File: src/rtl/pllreg_pkg.sv
package pllreg_pkg;
    localparam int DATA_W   = 8;
    localparam int ADDR_W   = 2;
    localparam int MULT_W   = 12;
    localparam int MHI_W    = MULT_W - DATA_W;
    localparam int SYNC_LEN = 2;

    localparam logic [ADDR_W-1:0] OFF_MHI  = 2'd0;
    localparam logic [ADDR_W-1:0] OFF_MLO  = 2'd1;
    localparam logic [ADDR_W-1:0] OFF_CTRL = 2'd2;

    localparam int BIT_AUTO = 7;
    localparam int BIT_LOCK = 6;
    localparam int BIT_MODE = 5;

    localparam logic [MULT_W-1:0] MULT_RST = 12'h002;

    typedef enum logic [1:0] {
        SEL_MHI  = 2'd0,
        SEL_MLO  = 2'd1,
        SEL_CTRL = 2'd2,
        SEL_NONE = 2'd3
    } reg_sel_e;

    typedef struct packed {
        logic auto_en;
        logic lock;
        logic mode;
    } ctrl_view_t;

    function automatic reg_sel_e decode_sel(input logic [ADDR_W-1:0] a);
        case (a)
            OFF_MHI:  return SEL_MHI;
            OFF_MLO:  return SEL_MLO;
            OFF_CTRL: return SEL_CTRL;
            default:  return SEL_NONE;
        endcase
    endfunction

    function automatic logic [DATA_W-1:0] pack_ctrl(input ctrl_view_t c);
        logic [DATA_W-1:0] b;
        b = '0;
        b[BIT_AUTO] = c.auto_en;
        b[BIT_LOCK] = c.lock;
        b[BIT_MODE] = c.mode;
        return b;
    endfunction
endpackage

File: src/rtl/pllreg_sync.sv
module pllreg_sync #(
    parameter int STAGES = pllreg_pkg::SYNC_LEN
) (
    input  logic clk,
    input  logic rst,
    input  logic d_async,
    output logic q_sync
);
    logic [STAGES-1:0] chain;

    always_ff @(posedge clk) begin
        if (rst) begin
            chain <= '0;
        end else begin
            chain <= {chain[STAGES-2:0], d_async};
        end
    end

    assign q_sync = chain[STAGES-1];
endmodule

File: src/rtl/pllreg_mode.sv
module pllreg_mode (
    input  logic clk,
    input  logic rst,
    input  logic ctrl_we,
    input  logic wr_auto,
    input  logic wr_mode,
    input  logic acq_status_in,
    output logic auto_en,
    output logic mode_eff
);
    logic sw_mode;

    always_ff @(posedge clk) begin
        if (rst) begin
            auto_en <= 1'b0;
            sw_mode <= 1'b0;
        end else if (ctrl_we) begin
            auto_en <= wr_auto;
            // the software value is only taken while software owns the bit
            if (!auto_en) begin
                sw_mode <= wr_mode;
            end
        end
    end

    always_comb begin
        mode_eff = auto_en ? acq_status_in : sw_mode;
    end
endmodule

File: src/rtl/pllreg_mult.sv
module pllreg_mult
    import pllreg_pkg::*;
(
    input  logic              clk,
    input  logic              rst,
    input  logic              hi_we,
    input  logic              lo_we,
    input  logic [DATA_W-1:0] wdata,
    output logic [MHI_W-1:0]  hi_q,
    output logic [DATA_W-1:0] lo_q,
    output logic [MULT_W-1:0] mult_q
);
    always_ff @(posedge clk) begin
        if (rst) begin
            hi_q   <= MULT_RST[MULT_W-1:DATA_W];
            lo_q   <= MULT_RST[DATA_W-1:0];
            mult_q <= MULT_RST;
        end else begin
            if (hi_we) begin
                hi_q <= wdata[MHI_W-1:0];
            end
            if (lo_we) begin
                lo_q   <= wdata;
                mult_q <= {hi_q, wdata};
            end
        end
    end
endmodule

File: src/rtl/pll_regbank.sv
module pll_regbank
    import pllreg_pkg::*;
(
    input  logic              clk,
    input  logic              rst,
    input  logic [ADDR_W-1:0] addr,
    input  logic              wr_en,
    input  logic [DATA_W-1:0] wr_data,
    input  logic              rd_en,
    output logic [DATA_W-1:0] rd_data,
    input  logic              lock_in,
    input  logic              acq_status_in,
    output logic              auto_en_out,
    output logic              track_out,
    output logic [MULT_W-1:0] mult_out
);
    reg_sel_e          sel;
    logic              lock_sync;
    logic              auto_q;
    logic              mode_q;
    logic [MHI_W-1:0]  mhi_q;
    logic [DATA_W-1:0] mlo_q;
    ctrl_view_t        ctrl_v;

    assign sel = decode_sel(addr);

    pllreg_sync #(.STAGES(SYNC_LEN)) u_lock_sync (
        .clk    (clk),
        .rst    (rst),
        .d_async(lock_in),
        .q_sync (lock_sync)
    );

    pllreg_mode u_mode (
        .clk          (clk),
        .rst          (rst),
        .ctrl_we      (wr_en && sel == SEL_CTRL),
        .wr_auto      (wr_data[BIT_AUTO]),
        .wr_mode      (wr_data[BIT_MODE]),
        .acq_status_in(acq_status_in),
        .auto_en      (auto_q),
        .mode_eff     (mode_q)
    );

    pllreg_mult u_mult (
        .clk   (clk),
        .rst   (rst),
        .hi_we (wr_en && sel == SEL_MHI),
        .lo_we (wr_en && sel == SEL_MLO),
        .wdata (wr_data),
        .hi_q  (mhi_q),
        .lo_q  (mlo_q),
        .mult_q(mult_out)
    );

    always_comb begin
        ctrl_v.auto_en = auto_q;
        ctrl_v.lock    = lock_sync;
        ctrl_v.mode    = mode_q;
    end

    always_comb begin
        rd_data = '0;
        if (rd_en) begin
            case (sel)
                SEL_MHI:  rd_data = {{(DATA_W-MHI_W){1'b0}}, mhi_q};
                SEL_MLO:  rd_data = mlo_q;
                SEL_CTRL: rd_data = pack_ctrl(ctrl_v);
                default:  rd_data = '0;
            endcase
        end
    end

    assign auto_en_out = auto_q;
    assign track_out   = mode_q;
endmodule

File: config.mk
export PLATFORM = sky130hd
export DESIGN_NAME = pll_regbank
export DESIGN_NICKNAME = d
export VERILOG_FILES = /design/src/rtl/pllreg_pkg.sv /design/src/rtl/pllreg_sync.sv /design/src/rtl/pllreg_mode.sv /design/src/rtl/pllreg_mult.sv /design/src/rtl/pll_regbank.sv
export SDC_FILE = /design/constraint.sdc
export NUM_CORES = 1
export LEC_CHECK = 0
export ABC_AREA = 1
export ABC_CLOCK_PERIOD_IN_PS = 1500
export BUFFER_PORTS_ARGS = -buffer_cell sky130_fd_sc_hd__buf_4
export CAP_MARGIN = 15
export CORE_MARGIN = 2
export CORE_UTILIZATION = 35
export DETAILED_ROUTE_END_ITERATION = 6
export PLACE_DENSITY_LB_ADDON = 0.12
export SLEW_MARGIN = 20
export SYNTH_ARGS = -nofsm -noshare
export SYNTH_HDL_FRONTEND = slang
export SYNTH_HIERARCHICAL = 1
export SYNTH_SLANG_ARGS = --single-unit
File: constraint.sdc
create_clock -name clk -period 1.5 [get_ports clk]
set_input_delay 0.225 -clock clk [delete_from_list [all_inputs] [get_ports clk]]
set_output_delay 0.225 -clock clk [all_outputs]
set_load 0.01 [all_outputs]
==> results.ini <==
[outcome]
status = finished, final reports clean

[synthesis]
syn-cell-area_mm2 = 0.00109
synth_most_common_cell = nand2_1
synth.net_count = 191
synth_top_cell_by_area = dfxtp_1
yosysUniqueCellTypes = 15
ys_ff_latch = 20
yosysWarnings = 6
synth_edf_count = 0
synth_top_area_frac = 0.368
synth_area_leaders = dfxtp_1 37%, nand2_1 19%, nor2_1 13%
syn_inst = 175
netlist_top_cells_count = 56 x nand2_1, 37 x nor2_1, 29 x inv_1, 20 x dfxtp_1, 10 x buf_4
synth_area_per_cell_um2 = 6.22
async_flop_share = 0
synth_flop_cell = dfxtp_1
ys_seq_area_frac = 0.368

[clocking]
clockBufferDepth = 2
htree_levels = 1
cts.sinks = 20
cts_tree = done
cts_setup_buffers = 0
clock_latency_ps = 290
clockRootBuffer = clkbuf_4
numCtsBuffers = 3
clkTransAtPathRegs_ps = 110
holdBufCountCts = 0

[route]
remaining_drc_errors = 0
dr.first_iter.drc_count = 35
vias = 1043
via_per_inst = 4.42
firstDrtPassIters = 4
finalWirelength_um = 2340
routedWlPerCell_um = 9.93
ant_nets = 0

[finish]
fillCellCount = 325
diodes = 0
drive_above_1_share = 0.241
nets = 221
multi_input_area_um2 = 453
syn_to_final_growth_pct = 22.8
register_area_um2 = 404

[job]
maxCapViolations = 0

[timing]
maxSlewViolCount = 0
hold_viol = 0
max_slew.worst_pin.slew_ps = 501
holdWs_ps = 91.9
layout_setup_ws_ps = 88.7
final.period_utilization = 0.941
max_freq_ghz = 0.709
fin_skew_ps = 0.226
setup_viol = 0
relSlewSlack = 0.666
finalCriticalPeriod_ps = 1410

[critical_path]
cp-end-kind = primary output
crit_fanout = 5
start_kind = flip-flop
critical_path_class = reg2out
required_ps = 1270
worstPathArrival_ps = 1190

[floorplanning]
die_height_um = 59.8
num_io_pins = 38
die-width_um = 59.8
core.rowCount = 20
initial_core_util = 0.363
core_area_mm2 = 0.00300
dieArea_mm2 = 0.00357

[power]
powerDensity_mw_per_mm2 = 765
finalPower_mw = 1.02
ir_worst_vdd_mv = 0.335
leakage_nw = 0.759

[global_routing]
grt_first_pass_wirelength_um = 3790
grt_usage = 0.139
grt_max_degree = 19
grt_pass1_vias = 910
grt-ovfl-total = 0
grt_antenna_before_repair = 0

[placed_design]
dp_hpwl_um = 1730
dp_worst_setup_slack_ps = 138
gp_congestion = 0.824
io_buffers = 37

[worst_hold_path]
min_path_type = in2reg

-- final timing paths --
check	endpoint	start	depth (start not counted)	slack, ps
setup / recovery	rd_data[5]	u_mode/auto_en	8	90
hold / removal	u_lock_sync/chain[1]	rst	2	90
setup reg to reg	u_mode/sw_mode	u_mode/auto_en	3	790
hold reg to reg	u_lock_sync/chain[1]	u_lock_sync/chain[0]	2	410
-- metal layers --
layer  wire length, um  vias to the layer above  track usage
li1                  -                      562            -
met1              1110                      447        0.173
met2              1090                       29        0.233
met3               112                        5       0.0195
met4                39                        0       0.0667
met5                 0                        -            0
-- stage by stage --
| stage | setup TNS [ps] | utilization | instances | instance area [um2] |
|---|---|---|---|---|
| finish | 0 | 0.445 | 236 | 1340 |
| global route | -11.5 | 0.445 | 236 | 1340 |
| detailed placement | 0 | 0.435 | 233 | 1310 |
| floorplan | 0 | - | 175 | 1090 |
| CTS | 0 | 0.442 | 236 | 1330 |
| global placement | 0 | 0.435 | 233 | 1310 |
-- report_power, final --
part	switching (mW)	leakage [nW]	internal [mW]
sequential	0.0198	0.165	0.557
combinational	0.104	0.580	0.0926
clock	0.155	0.0138	0.0935
-- cell type report --
class,instances,area share
sequential,20,0.302
timing repair buffer,40,0.225
multi-input combinational,110,0.339
inverter,30,0.0861
tap,33,0.0309
clock buffer,3,0.0169
-- flip-flops by register name (all words and copies together) (netlist names) --
register and cells:
u_lock_sync/chain 2, u_mode/auto_en 1, u_mode/sw_mode 1, u_mult/hi_q 4
u_mult/lo_q 7, u_mult/mult_q 5
-- worst max-delay path: stages, from the launching register on --
cell,delay (ps)
dfxtp_4,380
inv_4,60
nand2_1,60
nand2_2,70
nand2_1,50
inv_1,50
nand2_1,50
nand2_1,60
buf_4,110
-- layout by cell type, fill, tap and decap left out --
cell	instances
clkbuf_4	3
dfxtp_1	19
o21ai_0	1
nor2_1	37
nand2_2	3
dfxtp_4	1
nor3_1	2
nand2_1	55
nand4_1	7
a21oi_1	2
buf_4	40
inv_4	1
inv_1	29
nand3_1	2
nand3_2	1
-- cells by family after synthesis --
| group | share of synthesized area |
|---|---|
| compound gates | 0.0138 |
| simple gates | 0.400 |
| flops | 0.368 |
| buf+inv | 0.218 |
-- what timing repair did --
action / CTS / global route
resized for setup: 0 / 4
setup endpoints to repair: 0 / 1
hold endpoints to repair: 0 / 0
No activity file was read; power rests on OpenSTA's default activity.
